`src/rtl/dvfs_sched_lut.sv`:
```
module dvfs_sched_lut #(
  parameter int NT   = 4,
  parameter int K    = 4,
  parameter int CW   = 12,
  parameter int NLVL = 7,
  parameter int LW   = $clog2(NLVL),
  parameter int TW   = $clog2(NT),
  parameter int SW   = $clog2(K)
) (
  input  logic          clk,
  input  logic          rst_n,
  input  logic          tbl_we,
  input  logic [TW-1:0] tbl_task,
  input  logic [SW-1:0] tbl_slot,
  input  logic [CW-1:0] tbl_ce,
  input  logic [LW-1:0] tbl_lvl,
  input  logic          pred_we,
  input  logic [TW-1:0] pred_task,
  input  logic [NT-1:0] pred_mask,
  input  logic          frame_go,
  input  logic          rdy_valid,
  input  logic [TW-1:0] rdy_task,
  input  logic          done_valid,
  input  logic [TW-1:0] done_task,
  input  logic [CW-1:0] done_cycles,
  output logic          lvl_valid,
  output logic [TW-1:0] lvl_task,
  output logic [LW-1:0] lvl_out,
  output logic [CW-1:0] elapsed_out
);
  logic [NT-1:0][K-1:0][CW-1:0] bp;
  logic [NT-1:0][K-1:0][LW-1:0] lv;
  logic [NT-1:0][K-1:0]         ev;
  logic [NT-1:0][NT-1:0]        pm;
  logic [NT-1:0][CW-1:0]        el, fin;
  logic [NT-1:0]                act, dn;

  wire busy = |act;
  wire lvl_ok = {1'b0, tbl_lvl} < (LW+1)'(NLVL);

  logic [CW-1:0] join_el, pick_bp;
  logic [LW-1:0] pick_lv;
  logic          preds_ok, found;

  always_comb begin
    join_el  = '0;
    preds_ok = 1'b1;
    for (int p = 0; p < NT; p++)
      if (pm[rdy_task][p]) begin
        if (!dn[p]) preds_ok = 1'b0;
        if (fin[p] > join_el) join_el = fin[p];
      end
  end

  always_comb begin
    found   = 1'b0;
    pick_bp = '0;
    pick_lv = '0;
    for (int k = 0; k < K; k++)
      if (ev[rdy_task][k] && bp[rdy_task][k] >= join_el &&
          (!found || bp[rdy_task][k] < pick_bp)) begin
        found   = 1'b1;
        pick_bp = bp[rdy_task][k];
        pick_lv = lv[rdy_task][k];
      end
  end

  wire [CW:0]   sum     = {1'b0, el[done_task]} + {1'b0, done_cycles};
  wire [CW-1:0] sum_sat = sum[CW] ? {CW{1'b1}} : sum[CW-1:0];

  always_ff @(posedge clk) begin
    if (!rst_n) begin
      bp <= '0; lv <= '0; ev <= '0; pm <= '0;
      el <= '0; fin <= '0; act <= '0; dn <= '0;
      lvl_valid <= 1'b0; lvl_task <= '0; lvl_out <= '0; elapsed_out <= '0;
    end else begin
      lvl_valid <= 1'b0;
      if (tbl_we && !busy && lvl_ok) begin
        bp[tbl_task][tbl_slot] <= tbl_ce;
        lv[tbl_task][tbl_slot] <= tbl_lvl;
        ev[tbl_task][tbl_slot] <= 1'b1;
      end
      if (pred_we && !busy) pm[pred_task] <= pred_mask;
      if (frame_go) begin
        act <= '0;
        dn  <= '0;
      end else begin
        if (done_valid && act[done_task]) begin
          fin[done_task] <= sum_sat;
          dn[done_task]  <= 1'b1;
          act[done_task] <= 1'b0;
        end
        if (rdy_valid && preds_ok) begin
          el[rdy_task]  <= join_el;
          act[rdy_task] <= 1'b1;
          lvl_valid     <= 1'b1;
          lvl_task      <= rdy_task;
          lvl_out       <= pick_lv;
          elapsed_out   <= join_el;
        end
      end
    end
  end
endmodule

```
`config.mk`:
```
export PLATFORM = sky130hd
export DESIGN_NAME = dvfs_sched_lut
export DESIGN_NICKNAME = d
export VERILOG_FILES = /design/src/rtl/dvfs_sched_lut.sv
export SDC_FILE = /design/constraint.sdc
export NUM_CORES = 1
export LEC_CHECK = 0
export BUFFER_PORTS_ARGS = -buffer_cell sky130_fd_sc_hd__clkbuf_2
export CORE_MARGIN = 2
export CORE_UTILIZATION = 51
export DETAILED_ROUTE_END_ITERATION = 6
export HOLD_SLACK_MARGIN = 0.15
export PLACE_DENSITY = 0.67
export SLEW_MARGIN = 25
export SYNTH_ARGS = -nofsm -noshare
export SYNTH_HDL_FRONTEND = slang
export SYNTH_SLANG_ARGS = --single-unit
```
`constraint.sdc`:
```
create_clock -name clk -period 15 [get_ports clk]
set_input_delay 0.75 -clock clk [delete_from_list [all_inputs] [get_ports clk]]
set_output_delay 0.75 -clock clk [all_outputs]
set_load 0.005 [all_outputs]
```
==> impl_metrics.yaml, run 1 <==
synthesis:
  syn-num-nets: 2545
  synthTopCellsByArea: "dfxtp_1, nand2_1, mux4_2, ha_1, a21oi_1"
  synth_warnings: 0
  synth-seq-cells: 394
  synth-edff-count: 0
  synth_top_area_share: 0.395
  yosysUniqueCellTypes: 79
  synth.largest_area_cell: "dfxtp_1"
  synthCells: 2379
  ys_seq_area_frac: 0.395
  async_flop_share: 0
  synth_area_per_cell_um2: 8.39
  dominantRegCellSynth: "dfxtp_1"
  synth_area_um2: 20000
global_routing:
  grt_pass1_wl_mm: 90.2
  grt_pass1_vias: 16600
  grt_max_degree: 157
  grtUsageTotal: 0.281
  antenna_found_initial: 0
  grt_overflow: 0
final_layout:
  multi_input_area_um2: 11500
  final_area_um2: 22500
  n_antenna_cell: 0
  regArea_um2: 7890
  syn2layout_area_growth_pct: 13.0
  final_core_util: 0.583
  drive_gt1_frac: 0.143
  n_fill_cell: 3426
  num-nets-final: 2565
setup_path:
  worst-path-max-fanout: 8
  critPathArrivalTime_ps: 14500
  reg2reg_to: "lvl_out[0]"
  r2r_cells: 86
  endpoint: "lvl_out[0]"
  r2r_setup_slack_ps: 1020
  worst_path_largest_cell_delay_ps: 590
  crit_start: "pm[8]"
  required_ps: 15520
  critPathLaunchType: "flip-flop"
  r2r-start: "pm[8]"
  worst_path_most_repeated_cell: "a21oi_1"
  slowest_stage: "mux4_2"
  path_class: "flip-flop to flip-flop"
  endpoint_kind: "flip-flop"
floorplanning:
  row_count: 72
  start_util: 0.516
  die_x_um: 202
  die_y_um: 202
  core_area_um2: 38600
  ios: 66
  dieArea_um2: 40700
clocking:
  cts_tree: "built"
  cts_sinks: 394
  cts_root_buf: "clkbuf_16"
  clk_pin_slew_ps: 60
  clock_latency_ps: 590
  clock_path_buffers: 3
  cts_hold_buf: 0
  htree_levels: 2
  numCtsBuffers: 42
sta:
  period_needed_ps: 13980
  fin_skew_ps: 26.1
  fin_tns_setup_ps: 0
  max_freq_ghz: 0.0715
  slew_viol_final: 0
  hold_viol: 0
  slew_headroom: 0.335
  rsz0062_at_grt: "no"
  setup_viol: 0
  tightest_slew_ps: 970
  hold_ws_ps: 450
  post-route-period-util: 0.932
route:
  drtAntennaViolNets: 0
  drc: 0
  avgRoutedWirePerCell_um: 19.7
  routed_wl_mm: 58.0
  first_pass_iters: 6
  num_vias: 17300
  avgViaCountPerCell: 5.85
  drtIter0Drc: 1328
status:
  status: "finished, final reports clean"
worst_hold_path:
  hp-class: "flip-flop to flip-flop"
pwr:
  power.total_w: 0.00231
  power.density_nw_per_um2: 103
  leakage_nw: 8.42
  vdd_drop_max_mv: 0.130
place:
  portBuffers: 65
  gp_congestion: 0.930
  hpwl_mm: 39.5
  placedInstanceArea_um2: 20800
flow_run:
  maxCapViolCount: 0
-- cell usage in the layout (no fill, tap or decap), types with 14 or more instances in the layout --
cell type,count
a211oi_1,84
a21boi_0,14
a21o_1,19
a21oi_1,290
and2_1,14
buf_4,73
clkbuf_16,42
clkbuf_2,63
dfxtp_1,394
ha_1,116
inv_1,55
mux2i_1,39
mux4_2,80
nand2_1,593
nand2b_1,19
nand3_1,14
nand4_1,18
nor2_1,216
nor2b_1,21
o21ai_0,50
o21ai_1,19
-- timing repair --
action | CTS | global route
resized for setup | 0 | 45
setup buffers | 0 | 19
endpoints found under the setup margin | 0 | 3
-- report_power, final --
part | total (W) | switching (W) | internal, W
Sequential | 0.00108 | 0.0000101 | 0.00107
Combinational | 0.000192 | 0.000126 | 0.0000658
Clock | 0.00105 | 0.000437 | 0.000609
Total | 0.00231 | 0.000574 | 0.00174
-- layout make-up --
type                       instances  area share
inverter                          57     0.00994
timing repair buffer             141      0.0408
sequential                       394       0.350
tap                              518      0.0288
clock buffer                      61      0.0529
clock inverter                    14     0.00871
multi-input combinational       1763       0.509
-- synthesized netlist by cell type (23+ instances only) --
cell type	number
nand2_1	593
dfxtp_1	394
mux2i_1	40
o21ai_0	71
nor2b_1	23
clkbuf_1	150
nor2_1	218
inv_1	57
ha_1	117
a21oi_1	292
mux4_2	79
a211oi_1	87
-- routing by layer --
layer	up-vias	part of all wire	global-route usage
met5	-	0	0
met4	0	0.033	0.108
met3	121	0.060	0.0360
met2	541	0.48	0.483
met1	8305	0.42	0.359
li1	8290	-	-
-- flip-flops by register name, indices dropped and copies added (netlist names), 2 cells and up --
| signal | flops |
|---|---|
| elapsed_out | 12 |
| ev | 16 |
| lv | 48 |
| fin | 48 |
| lvl_out | 3 |
| el | 48 |
| lvl_task | 2 |
| bp | 192 |
| dn | 4 |
| act | 4 |
| pm | 16 |
-- kinds of logic after synthesis --
group	after synthesis	synth area share
compound gates	558	0.173
xor+xnor	11	0.00483
fa+ha+maj	124	0.0775
buf+inv	226	0.0433
flops	394	0.395
mux	127	0.114
simple gates	939	0.192
-- worst min path at each step --
stage                 startpoint      end  slack (ps)  cells past startpoint
floorplan                  dn[2]    dn[2]         430                      2
global route        pred_mask[2]   pm[10]         460                      3
finish                   bp[166]  bp[166]         450                      2
detailed placement       bp[166]  bp[166]         450                      2
global placement          bp[93]   bp[93]         440                      2
CTS                 pred_mask[2]   pm[10]         430                      3
-- stage by stage --
stage,cells,worst slack [ps]
floorplan,2379,19.1
global placement,2850,146
detailed placement,2850,-341
CTS,2925,208
global route,2948,7.07
finish,2948,1020
-- critical path: cells and delay by family (launching register included) --
family | cells | cell delay [ps]
DFF | 1 | 350
adders and majority gates | 7 | 1690
and+or+nand+nor | 27 | 2850
muxes | 3 | 1300
AOI/OAI and AO/OA | 43 | 6920
buffers and inverters | 6 | 750
(Power assumes the default switching activity.)
==> run 2, diff against run 1 <==
--- a/config.mk
+++ b/config.mk
@@ -9,8 +9,9 @@
 export CORE_MARGIN = 2
 export CORE_UTILIZATION = 51
 export DETAILED_ROUTE_END_ITERATION = 6
+export GPL_ROUTABILITY_DRIVEN = 0
 export HOLD_SLACK_MARGIN = 0.15
-export PLACE_DENSITY = 0.67
+export PLACE_DENSITY = 0.65
 export SLEW_MARGIN = 25
 export SYNTH_ARGS = -nofsm -noshare
 export SYNTH_HDL_FRONTEND = slang
==> constraint.sdc (replaced) <==
create_clock -name clk -period 14.03 [get_ports clk]
set_input_delay 0 -clock clk [delete_from_list [all_inputs] [get_ports clk]]
set_output_delay 0 -clock clk [all_outputs]
set_load 0.005 [all_outputs]
==> run 2 against run 1 <==
Compared with the run above:
- clock power grew 4%
- fmax up 2.4%
- register-to-register slack got worse by 650 ps
- final area is 3.3% higher
- die area unchanged
- setup slack got worse by 650 ps
- core utilization increased by 1.9 points
- power is 6.2% higher
- via count is 1.5% higher
- critical path type unchanged
- largest power group unchanged
==> impl_metrics.yaml, run 2 (synthesis gave the netlist of run 1 again) <==
status:
  status: "finished, final reports clean"
setup_path:
  slowest_stage: "mux4_2"
  required_ps: 14540
  path_class: "flip-flop to flip-flop"
  r2r_setup_slack_ps: 370
  critPathLaunchType: "flip-flop"
  worst_path_most_repeated_cell: "o21ai_1"
  cp_num_buf_inv: 4
  worst_path_largest_cell_delay_ps: 580
  endpoint_kind: "flip-flop"
  reg2reg_to: "lvl_out[1]"
  worst-path-max-fanout: 7
  critPathArrivalTime_ps: 14160
  r2r-start: "pm[12]"
  r2r_cells: 82
  crit_start: "pm[12]"
  cp_top_family: "compound AO/OA/AOI/OAI gates"
pwr:
  leakage_nw: 8.65
  vdd_drop_max_mv: 0.105
  power.density_nw_per_um2: 106
final_layout:
  n_antenna_cell: 0
  syn2layout_area_growth_pct: 16.8
  num-nets-final: 2616
  layout_common_cells: "nand2_1, dfxtp_1, a21oi_1, nor2_1, ha_1"
  final_common_cell: "nand2_1"
  top_register: "bp"
  drive_gt1_frac: 0.165
  largest_reg_flops: 192
sta:
  slew_headroom: 0.284
  max_freq_ghz: 0.0732
  post-route-period-util: 0.973
  tightest_slew_ps: 1070
  period_needed_ps: 13660
  slew_viol_final: 0
  hold_viol: 0
  setup_viol: 0
  fin_skew_ps: 10.5
  fin_tns_setup_ps: 0
  rsz0062_at_grt: "yes"
  setup_ws_ps: 374
route:
  first_pass_iters: 5
  drtAntennaViolNets: 0
  routed_wl_mm: 59.9
  num_vias: 17500
  drc: 0
  avgRoutedWirePerCell_um: 20.0
  avgViaCountPerCell: 5.84
  drtIter0Drc: 1540
place:
  place_ws_ps: -513
  portBuffers: 65
  hpwl_mm: 39.7
floorplanning:
  start_util: 0.516
  ios: 66
  dieArea_um2: 40700
  core_area_um2: 38600
  die_y_um: 202
  row_count: 72
  die_x_um: 202
flow_run:
  maxCapViolCount: 0
global_routing:
  grt_max_degree: 164
  grt_pass1_wl_mm: 92.5
  grt_pass1_vias: 16300
  grt_overflow: 0
  antenna_found_initial: 0
  grtUsageTotal: 0.288
worst_hold_path:
  hold_start: "tbl_task[1]"
  hp-class: "primary input to flip-flop"
  holdPathStages: 5
  holdPathEnd: "ev[10]"
clocking:
  clock_path_buffers: 3
  htree_levels: 2
  clock_latency_ps: 580
  clk_pin_slew_ps: 60
  cts_tree: "built"
  cts_root_buf: "clkbuf_16"
  numCtsBuffers: 42
  cts_sinks: 394
-- run 2: cell type report --
cell class	count	area, um2
Fill cell	3347	15400
Multi-Input combinational cell	1764	11800
Sequential cell	394	7890
Timing Repair Buffer	191	1410
Clock buffer	59	1200
Tap cell	518	648
Inverter	57	224
Clock inverter	14	131
-- run 2: how the worst max path moves through the flow --
stage	to	slack (ps)	depth (start not counted)
after floorplan	lvl_out[0]	7	94
final	lvl_out[1]	370	82
after detailed placement	lvl_out[0]	-510	77
after global routing	lvl_out[2]	-340	85
after CTS	lvl_out[2]	30	82
after global placement	lvl_out[1]	-50	82
-- run 2: worst reg2reg max path, delay by kind of cell (launching register included) --
| family | cells | cell delay (ps) |
|---|---|---|
| AOI/OAI and AO/OA | 39 | 6850 |
| and+or+nand+nor | 29 | 3000 |
| adders and majority gates | 7 | 1800 |
| muxes | 3 | 1260 |
| buffers and inverters | 4 | 370 |
| DFF | 1 | 320 |
-- run 2: power by group --
part           total [W]  switching, W  internal, W
clock            0.00109      0.000459     0.000630
combinational   0.000220      0.000140    0.0000800
sequential       0.00115     0.0000107      0.00114
-- run 2: repair_timing --
action | in CTS | in global routing
hold endpoints to repair | 286 | 0
gates cloned | 3 | 3
resized for setup | 10 | 91
setup buffers | 4 | 31
pin swaps | 4 | 73
setup endpoints to repair | 3 | 3
hold buffers | 41 | 0
-- run 2: per-stage QoR --
stage          total power [W]  hold slack (ps)  cell area [um2]  utilization  std cells
2_1_floorplan          0.00131              144            20100            -       2379
3_3_place_gp           0.00137              286            20800        0.538       2841
3_5_place_dp           0.00137              303            20800        0.538       2841
4_1_cts                0.00246              159            22700        0.586       2962
5_1_grt                0.00254              241            23300        0.603       2997
6_report               0.00246              172            23300        0.603       2997
-- run 2: per-layer routing --
metal	share of wire	track usage	vias up
met2	0.48	0.484	576
met1	0.43	0.386	8408
met4	0.034	0.0995	0
li1	-	-	8405
met3	0.059	0.0342	121
met5	0	0	-
